`src/rtl/mtr_pkg.sv`:
```
package mtr_pkg;

  typedef enum logic [3:0] {
    ST_LOAD,
    ST_MAC,
    ST_MEAN,
    ST_SQV_GO,
    ST_SQV,
    ST_SQI,
    ST_PP,
    ST_QQ,
    ST_SQS_GO,
    ST_SQS,
    ST_DIV,
    ST_DONE
  } mtr_state_e;

  localparam int NACC   = 4;
  localparam int ACC_VV = 0;
  localparam int ACC_II = 1;
  localparam int ACC_VI = 2;
  localparam int ACC_QI = 3;

endpackage

```
`src/rtl/mtr_mac.sv`:
```
module mtr_mac #(
  parameter int OW   = 16,
  parameter int NACC = 4,
  localparam int ACW = 2 * OW + 1,
  localparam int SW  = $clog2(NACC)
) (
  input  logic                  clk,
  input  logic                  rst_n,
  input  logic                  en,
  input  logic                  load,
  input  logic [SW-1:0]         sel,
  input  logic signed [OW-1:0]  op_a,
  input  logic signed [OW-1:0]  op_b,
  output logic signed [ACW-1:0] acc_o [NACC]
);

  logic signed [2*OW-1:0] prod;
  logic signed [ACW-1:0]  prod_x;

  assign prod   = op_a * op_b;
  assign prod_x = {prod[2*OW-1], prod};

  for (genvar g = 0; g < NACC; g++) begin : g_acc
    logic signed [ACW-1:0] acc_r;
    always_ff @(posedge clk or negedge rst_n) begin
      if (!rst_n) begin
        acc_r <= '0;
      end else if (en && (sel == SW'(g))) begin
        acc_r <= load ? prod_x : (acc_r + prod_x);
      end
    end
    assign acc_o[g] = acc_r;
  end

endmodule

```
`src/rtl/mtr_isqrt.sv`:
```
module mtr_isqrt #(
  parameter int RW  = 34,
  localparam int QW = RW / 2,
  localparam int CW = $clog2(QW)
) (
  input  logic          clk,
  input  logic          rst_n,
  input  logic          start,
  input  logic [RW-1:0] radicand,
  output logic          done,
  output logic [QW-1:0] root
);

  logic [RW-1:0]   rad_q;
  logic [QW+1:0]   rem_q;
  logic [QW-1:0]   root_q;
  logic [CW-1:0]   cnt_q;
  logic            busy_q;
  logic            done_q;
  logic [QW+1:0]   rem_sh;
  logic [QW+1:0]   trial;
  logic            fits;

  assign rem_sh = (rem_q << 2) | {{QW{1'b0}}, rad_q[RW-1:RW-2]};
  assign trial  = {root_q, 2'b01};
  assign fits   = (rem_sh >= trial);

  always_ff @(posedge clk or negedge rst_n) begin
    if (!rst_n) begin
      rad_q  <= '0;
      rem_q  <= '0;
      root_q <= '0;
      cnt_q  <= '0;
      busy_q <= 1'b0;
      done_q <= 1'b0;
    end else begin
      done_q <= 1'b0;
      if (start) begin
        rad_q  <= radicand;
        rem_q  <= '0;
        root_q <= '0;
        cnt_q  <= '0;
        busy_q <= 1'b1;
      end else if (busy_q) begin
        rad_q  <= rad_q << 2;
        rem_q  <= fits ? (rem_sh - trial) : rem_sh;
        root_q <= {root_q[QW-2:0], fits};
        cnt_q  <= cnt_q + 1'b1;
        if (cnt_q == CW'(QW - 1)) begin
          busy_q <= 1'b0;
          done_q <= 1'b1;
        end
      end
    end
  end

  assign done = done_q;
  assign root = root_q;

endmodule

```
`src/rtl/mtr_udiv.sv`:
```
module mtr_udiv #(
  parameter int NW  = 24,
  parameter int DVW = 17,
  parameter int QOW = 10,
  localparam int CW = $clog2(NW)
) (
  input  logic           clk,
  input  logic           rst_n,
  input  logic           start,
  input  logic [NW-1:0]  dividend,
  input  logic [DVW-1:0] divisor,
  output logic           done,
  output logic [QOW-1:0] quotient
);

  logic [NW-1:0]  num_q;
  logic [DVW-1:0] den_q;
  logic [DVW:0]   rem_q;
  logic [QOW-1:0] quo_q;
  logic [CW-1:0]  cnt_q;
  logic           busy_q;
  logic           done_q;
  logic [DVW:0]   rem_sh;
  logic           fits;

  assign rem_sh = (rem_q << 1) | {{DVW{1'b0}}, num_q[NW-1]};
  assign fits   = (rem_sh >= {1'b0, den_q});

  always_ff @(posedge clk or negedge rst_n) begin
    if (!rst_n) begin
      num_q  <= '0;
      den_q  <= '0;
      rem_q  <= '0;
      quo_q  <= '0;
      cnt_q  <= '0;
      busy_q <= 1'b0;
      done_q <= 1'b0;
    end else begin
      done_q <= 1'b0;
      if (start) begin
        num_q  <= dividend;
        den_q  <= divisor;
        rem_q  <= '0;
        quo_q  <= '0;
        cnt_q  <= '0;
        busy_q <= 1'b1;
      end else if (busy_q) begin
        num_q <= num_q << 1;
        rem_q <= fits ? (rem_sh - {1'b0, den_q}) : rem_sh;
        quo_q <= {quo_q[QOW-2:0], fits};
        cnt_q <= cnt_q + 1'b1;
        if (cnt_q == CW'(NW - 1)) begin
          busy_q <= 1'b0;
          done_q <= 1'b1;
        end
      end
    end
  end

  assign done     = done_q;
  assign quotient = quo_q;

endmodule

```
`src/rtl/mtr_meter.sv`:
```
module mtr_meter
  import mtr_pkg::*;
#(
  parameter int DW    = 8,
  parameter int LOG2N = 4,
  parameter int FW    = 8,
  localparam int OW   = 2 * DW,
  localparam int QW   = 2 * DW + 1,
  localparam int PW   = FW + 2
) (
  input  logic                 clk,
  input  logic                 rst_n,
  input  logic                 in_valid,
  output logic                 in_ready,
  input  logic signed [DW-1:0] in_v,
  input  logic signed [DW-1:0] in_vq,
  input  logic signed [DW-1:0] in_i,
  input  logic [OW-1:0]        off_v,
  input  logic [OW-1:0]        off_i,
  input  logic signed [OW-1:0] off_p,
  input  logic signed [OW-1:0] off_q,
  output logic                 res_valid,
  output logic [DW-1:0]        vrms,
  output logic [DW-1:0]        irms,
  output logic signed [OW-1:0] p_out,
  output logic signed [OW-1:0] q_out,
  output logic [QW-1:0]        s_out,
  output logic signed [PW-1:0] pf_out
);

  localparam int ACW = 2 * OW + 1;
  localparam int RW  = ACW + 1;
  localparam int NW  = OW + FW;
  localparam int SW  = $clog2(NACC);
  localparam int N   = 1 << LOG2N;
  localparam logic signed [ACW:0] PMAX = {{(ACW + 2 - OW){1'b0}}, {(OW - 1){1'b1}}};
  localparam logic signed [ACW:0] PMIN = {{(ACW + 2 - OW){1'b1}}, {(OW - 1){1'b0}}};

  mtr_state_e state_q;
  logic [1:0]        step_q;
  logic [LOG2N-1:0]  cnt_q;
  logic signed [DW-1:0] v_q, vq_q, i_q;
  logic [OW-1:0]     msv_q, msi_q;
  logic signed [OW-1:0] p_q, q_q;
  logic [DW-1:0]     vr_q, ir_q;
  logic [QW-1:0]     s_q;
  logic signed [PW-1:0] pf_q;

  // shared datapath controls
  logic                  mac_en, mac_load;
  logic [SW-1:0]         mac_sel;
  logic signed [OW-1:0]  mac_a, mac_b;
  logic signed [ACW-1:0] acc [NACC];
  logic                  sq_start, sq_done;
  logic [RW-1:0]         sq_rad;
  logic [QW-1:0]         sq_root;
  logic                  dv_start, dv_done;
  logic [PW-1:0]         dv_quo;
  logic [OW-1:0]         p_mag;
  logic signed [PW-1:0]  pf_val;
  logic signed [ACW-1:0] mean_vv, mean_ii, mean_vi, mean_qi;

  function automatic logic signed [OW-1:0] sx(input logic signed [DW-1:0] x);
    return {{(OW - DW){x[DW-1]}}, x};
  endfunction

  function automatic logic [OW-1:0] ms_sub(input logic signed [ACW-1:0] m,
                                          input logic [OW-1:0] off);
    logic signed [ACW:0] d;
    d = {m[ACW-1], m} - {{(ACW + 1 - OW){1'b0}}, off};
    if (d < 0) return '0;
    return d[OW-1:0];
  endfunction

  function automatic logic signed [OW-1:0] pw_sub(input logic signed [ACW-1:0] m,
                                                 input logic signed [OW-1:0] off);
    logic signed [ACW:0] d;
    d = {m[ACW-1], m} - {{(ACW + 1 - OW){off[OW-1]}}, off};
    if (d > PMAX) d = PMAX;
    if (d < PMIN) d = PMIN;
    return d[OW-1:0];
  endfunction

  assign mean_vv = acc[ACC_VV] >>> LOG2N;
  assign mean_ii = acc[ACC_II] >>> LOG2N;
  assign mean_vi = acc[ACC_VI] >>> LOG2N;
  assign mean_qi = acc[ACC_QI] >>> LOG2N;

  assign in_ready = (state_q == ST_LOAD);
  assign p_mag    = p_q[OW-1] ? (~p_q + 1'b1) : p_q;
  assign pf_val   = p_q[OW-1] ? (~dv_quo + 1'b1) : dv_quo;

  always_comb begin
    mac_en   = 1'b0;
    mac_load = 1'b0;
    mac_sel  = '0;
    mac_a    = '0;
    mac_b    = '0;
    sq_start = 1'b0;
    sq_rad   = '0;
    dv_start = 1'b0;
    case (state_q)
      ST_MAC: begin
        mac_en   = 1'b1;
        mac_load = (cnt_q == '0);
        case (step_q)
          2'd0: begin mac_sel = SW'(ACC_VV); mac_a = sx(v_q);  mac_b = sx(v_q); end
          2'd1: begin mac_sel = SW'(ACC_II); mac_a = sx(i_q);  mac_b = sx(i_q); end
          2'd2: begin mac_sel = SW'(ACC_VI); mac_a = sx(v_q);  mac_b = sx(i_q); end
          default: begin mac_sel = SW'(ACC_QI); mac_a = sx(vq_q); mac_b = sx(i_q); end
        endcase
      end
      ST_PP: begin
        mac_en   = 1'b1;
        mac_load = 1'b1;
        mac_sel  = SW'(ACC_VV);
        mac_a    = p_q;
        mac_b    = p_q;
      end
      ST_QQ: begin
        mac_en  = 1'b1;
        mac_sel = SW'(ACC_VV);
        mac_a   = q_q;
        mac_b   = q_q;
      end
      ST_SQV_GO: begin
        sq_start = 1'b1;
        sq_rad   = {{(RW - OW){1'b0}}, msv_q};
      end
      ST_SQV: begin
        sq_start = sq_done;
        sq_rad   = {{(RW - OW){1'b0}}, msi_q};
      end
      ST_SQS_GO: begin
        sq_start = 1'b1;
        sq_rad   = {1'b0, acc[ACC_VV]};
      end
      ST_SQS: begin
        dv_start = sq_done && (sq_root != '0);
      end
      default: ;
    endcase
  end

  mtr_mac #(.OW(OW), .NACC(NACC)) u_mac (
    .clk   (clk),
    .rst_n (rst_n),
    .en    (mac_en),
    .load  (mac_load),
    .sel   (mac_sel),
    .op_a  (mac_a),
    .op_b  (mac_b),
    .acc_o (acc)
  );

  mtr_isqrt #(.RW(RW)) u_sqrt (
    .clk      (clk),
    .rst_n    (rst_n),
    .start    (sq_start),
    .radicand (sq_rad),
    .done     (sq_done),
    .root     (sq_root)
  );

  mtr_udiv #(.NW(NW), .DVW(QW), .QOW(PW)) u_div (
    .clk      (clk),
    .rst_n    (rst_n),
    .start    (dv_start),
    .dividend ({p_mag, {FW{1'b0}}}),
    .divisor  (sq_root),
    .done     (dv_done),
    .quotient (dv_quo)
  );

  always_ff @(posedge clk or negedge rst_n) begin
    if (!rst_n) begin
      state_q   <= ST_LOAD;
      step_q    <= '0;
      cnt_q     <= '0;
      v_q       <= '0;
      vq_q      <= '0;
      i_q       <= '0;
      msv_q     <= '0;
      msi_q     <= '0;
      p_q       <= '0;
      q_q       <= '0;
      vr_q      <= '0;
      ir_q      <= '0;
      s_q       <= '0;
      pf_q      <= '0;
      res_valid <= 1'b0;
      vrms      <= '0;
      irms      <= '0;
      p_out     <= '0;
      q_out     <= '0;
      s_out     <= '0;
      pf_out    <= '0;
    end else begin
      res_valid <= 1'b0;
      case (state_q)
        ST_LOAD: begin
          if (in_valid) begin
            v_q     <= in_v;
            vq_q    <= in_vq;
            i_q     <= in_i;
            step_q  <= '0;
            state_q <= ST_MAC;
          end
        end
        ST_MAC: begin
          step_q <= step_q + 1'b1;
          if (step_q == 2'd3) begin
            if (cnt_q == LOG2N'(N - 1)) begin
              cnt_q   <= '0;
              state_q <= ST_MEAN;
            end else begin
              cnt_q   <= cnt_q + 1'b1;
              state_q <= ST_LOAD;
            end
          end
        end
        ST_MEAN: begin
          msv_q   <= ms_sub(mean_vv, off_v);
          msi_q   <= ms_sub(mean_ii, off_i);
          p_q     <= pw_sub(mean_vi, off_p);
          q_q     <= pw_sub(mean_qi, off_q);
          state_q <= ST_SQV_GO;
        end
        ST_SQV_GO: state_q <= ST_SQV;
        ST_SQV: begin
          if (sq_done) begin
            vr_q    <= sq_root[DW-1:0];
            state_q <= ST_SQI;
          end
        end
        ST_SQI: begin
          if (sq_done) begin
            ir_q    <= sq_root[DW-1:0];
            state_q <= ST_PP;
          end
        end
        ST_PP:     state_q <= ST_QQ;
        ST_QQ:     state_q <= ST_SQS_GO;
        ST_SQS_GO: state_q <= ST_SQS;
        ST_SQS: begin
          if (sq_done) begin
            s_q <= sq_root;
            if (sq_root == '0) begin
              pf_q    <= '0;
              state_q <= ST_DONE;
            end else begin
              state_q <= ST_DIV;
            end
          end
        end
        ST_DIV: begin
          if (dv_done) begin
            pf_q    <= pf_val;
            state_q <= ST_DONE;
          end
        end
        ST_DONE: begin
          res_valid <= 1'b1;
          vrms      <= vr_q;
          irms      <= ir_q;
          p_out     <= p_q;
          q_out     <= q_q;
          s_out     <= s_q;
          pf_out    <= pf_q;
          state_q   <= ST_LOAD;
        end
        default: state_q <= ST_LOAD;
      endcase
    end
  end

endmodule

```
`config.mk`:
```
export PLATFORM = sky130hd
export DESIGN_NAME = mtr_meter
export DESIGN_NICKNAME = d
export VERILOG_FILES = /design/src/rtl/mtr_pkg.sv /design/src/rtl/mtr_mac.sv /design/src/rtl/mtr_isqrt.sv /design/src/rtl/mtr_udiv.sv /design/src/rtl/mtr_meter.sv
export SDC_FILE = /design/constraint.sdc
export NUM_CORES = 2
export LEC_CHECK = 0
export ABC_AREA = 1
export BUFFER_PORTS_ARGS = -buffer_cell sky130_fd_sc_hd__buf_2
export CORE_ASPECT_RATIO = 1.4
export CORE_UTILIZATION = 55
export DETAILED_ROUTE_END_ITERATION = 12
export PLACE_DENSITY = 0.72
export SYNTH_ARGS = -nofsm -noshare
export SYNTH_HDL_FRONTEND = slang
export SYNTH_SLANG_ARGS = --single-unit
```
`constraint.sdc`:
```
create_clock -name clk -period 20.4 [get_ports clk]
set_input_delay 3.06 -clock clk [delete_from_list [all_inputs] [get_ports clk]]
set_output_delay 3.06 -clock clk [all_outputs]
set_load 0.005 [all_outputs]
```
==> impl_metrics.py <==
metrics = {
    "worst_setup_path": {
        "start_kind": "flop",
        "slowest_delay_ps": 960,
        "cp_common_cell": "nand2_1",
        "rr_worst_depth": 39,
        "required_ps": 20900,
        "path_class": "reg -> reg",
        "worstPathArrival_ps": 11130,
        "slowest_stage": "xor2_1",
        "cp_max_fo": 16,
        "end_kind": "flop",
    },
    "cts": {
        "cts_buffers": 52,
        "ctsHoldBuffers": 0,
        "clock_latency_ps": 680,
        "cts_setup_buffers": 0,
        "htreeDepth": 2,
        "path_clk_slew_ps": 70,
        "clock_sinks": 491,
        "max-clock-path-buffers": 3,
        "cts_resized": 0,
        "cts_tree": "built",
        "cts-root-buf": "clkbuf_16",
    },
    "floorplan": {
        "core-area_um2": 82900,
        "fp-row-count": 125,
        "die_h_um": 344,
        "die_area_um2": 84700,
        "ioPinCount": 168,
        "die_w_um": 246,
        "start_util": 0.554,
    },
    "yosys": {
        "synthCells": 6311,
        "synth_ff_type": "dfrtp_1",
        "synth_top_cell_by_area": "dfrtp_1",
        "yosysSeqAreaShare": 0.268,
        "ys_seq_elements": 491,
        "ys_warn_count": 0,
        "synth_area_um2": 45900,
        "synth.area.top_cells": "dfrtp_1 (27%), nand2_1 (13%), fa_1 (12%)",
        "synth-edff-count": 0,
        "netlist.area_leader.share": 0.268,
        "synth.avg_cell_area_um2": 7.28,
        "yosys.cell_types.count": 58,
        "syn_nets": 7028,
        "async_flop_share": 1.00,
    },
    "timing": {
        "period_share": 0.521,
        "post-route-min-period_ps": 10630,
        "finClkSkew_ps": 75.7,
        "relSlewSlack": 0.176,
        "fmax_mhz": 94.1,
        "hold_violations": 0,
        "setup_violations": 0,
        "rsz0062_at_grt": "false",
        "final_max_slew_viol_count": 0,
        "tns_ps": 0,
        "tightest_slew_ps": 1230,
        "fin_ws_ps": 9770,
    },
    "finish": {
        "fin_nets": 7148,
        "drive_above_1_share": 0.0601,
        "multiInputGateArea_um2": 29100,
        "synthToLayoutAreaGrowth_pct": 8.54,
        "fillCellCount": 7873,
        "final-seq-area_um2": 12300,
    },
    "global_routing": {
        "grt_pass1_vias": 42301,
        "grt_max_degree": 146,
        "antenna_found_initial": 1,
        "grt_usage": 0.365,
        "grt_overflow": 0,
        "grt_pass1_wl_mm": 237,
    },
    "detailed_routing": {
        "num_vias": 42910,
        "drtIter0Drc": 3265,
        "wl_per_cell_um": 20.4,
        "ant_nets": 0,
        "post-route-drc-count": 0,
        "routed_wl_mm": 154,
        "viasPerCell": 5.68,
        "firstDrtPassIters": 6,
    },
    "placed_design": {
        "gp_congestion": 1.04,
        "pre_cts_slack_ps": 9930,
        "port_buffers": 167,
        "place_hpwl_mm": 123,
    },
    "flow_run": {
        "max_cap_violations": 0,
    },
    "hold_path": {
        "min_delay_path_depth": 2,
        "hp-class": "reg -> reg",
    },
    "status": {
        "status": "completed",
    },
}
## registers in the layout, indices dropped and copies added, names as in the netlist, 17 cells and up
name	flops
u_mac.g_acc.acc_r	132
u_sqrt.rad_q	34
s_out	17
s_q	17
u_div.den_q	17
u_div.rem_q	17
u_sqrt.rem_q	17
u_sqrt.root	17
## cell usage in the layout (no fill, tap or decap), types with 42 or more instances in the layout
cell type | synthesis | routed
inv_1 | 1068 | 1066
xnor2_1 | 66 | 64
fa_1 | 271 | 271
o21a_1 | 61 | 61
a21oi_1 | 397 | 397
dfrtp_1 | 491 | 491
buf_2 | 34 | 166
nand2_1 | 1556 | 1556
a31oi_1 | 62 | 61
clkbuf_16 | 0 | 52
nand4_1 | 66 | 66
o21ai_0 | 463 | 463
xor2_1 | 88 | 83
o21bai_1 | 42 | 42
nor3_1 | 58 | 57
buf_4 | 1 | 43
o22ai_1 | 72 | 72
nand3_1 | 253 | 253
nor2_1 | 510 | 507
ha_1 | 355 | 355
## logic make-up after synthesis
logic type,synth area share
AOI/OAI and AO/OA,0.155
xor gates and xnor gates,0.0297
adders and majority gates,0.215
buffers and inverters,0.102
DFF,0.268
muxes,0.00417
and+or+nand+nor,0.227
## synth_stat cells, drive strengths merged (2+ instances only)
master      n
nand2    1561
inv      1074
nor2      523
dfrtp     491
o21ai     477
a21oi     400
ha        355
fa        271
nand3     257
clkbuf    102
xor2       89
o22ai      72
nand4      66
xnor2      66
a31oi      62
o21a       61
nor3       60
buf        43
o21bai     42
a21o       41
nor4       32
o211ai     26
or2        22
o221ai     20
mux2       17
a221oi     11
nand3b     11
a21boi      8
and2        8
clkinv      6
a211oi      5
a22oi       5
and3        4
o22a        4
o31ai       4
a2bb2oi     3
nor3b       3
a2111oi     2
o2111ai     2
o311ai      2
## worst max-delay path, delay by kind of cell (launching register included)
kind / cells / cell delay, ps
AND/OR/NAND/NOR: 16 / 2470
AO/OA/AOI/OAI: 6 / 930
flip-flops: 1 / 390
buffers and inverters: 7 / 1030
XOR/XNOR: 1 / 960
adder cells (fa/ha/maj): 9 / 4720
## stage by stage
step	hold WS [ps]	area, µm²	cells	util
after floorplan	436	45900	6311	-
after global placement	453	47900	7456	0.578
after detailed placement	459	47900	7456	0.578
after CTS	457	49800	7551	0.601
after global routing	484	49800	7551	0.601
final	458	49800	7552	0.601
## final timing paths
| check | startpoint | to | slack (ps) |
|---|---|---|---|
| worst min-delay path | u_sqrt.rad_q[10]$_DFFE_PN0P_ | u_sqrt.rad_q[12]$_DFFE_PN0P_ | 460 |
| min in group asynchronous | rst_n | irms[1]$_DFFE_PN0P_ | 2380 |
| worst max register to register | step_q[0]$_DFFE_PN0P_ | u_mac.g_acc[3].acc_r[32]$_DFFE_PN0P_ | 9770 |
| worst max-delay path | step_q[0]$_DFFE_PN0P_ | u_mac.g_acc[3].acc_r[32]$_DFFE_PN0P_ | 9770 |
| max in group asynchronous | rst_n | v_q[2]$_DFFE_PN0P_ | 15750 |
| worst min register to register | u_sqrt.rad_q[10]$_DFFE_PN0P_ | u_sqrt.rad_q[12]$_DFFE_PN0P_ | 460 |
## area by class of cell
cell class	instances	area share
Multi-Input combinational cell	4595	0.583
Antenna cell	1	0.0000502
Inverter	1080	0.0814
Clock inverter	23	0.00791
Timing Repair Buffer	211	0.0238
Sequential cell	491	0.247
Clock buffer	72	0.0302
Tap cell	1079	0.0271
## per-layer routing
| metal | wire (µm) | share of wire | track usage | vias to the layer above |
|---|---|---|---|---|
| met5 | 11 | 0.000072 | 0 | - |
| met4 | 11200 | 0.073 | 0.236 | 2 |
| met3 | 8970 | 0.058 | 0.0485 | 393 |
| met2 | 72000 | 0.47 | 0.607 | 1451 |
| met1 | 61600 | 0.40 | 0.445 | 20452 |
| li1 | - | - | - | 20612 |
Power is left out: the tool's default activity adds up to more than one toggle a clock period on the data nets, which glitch-free logic cannot reach.
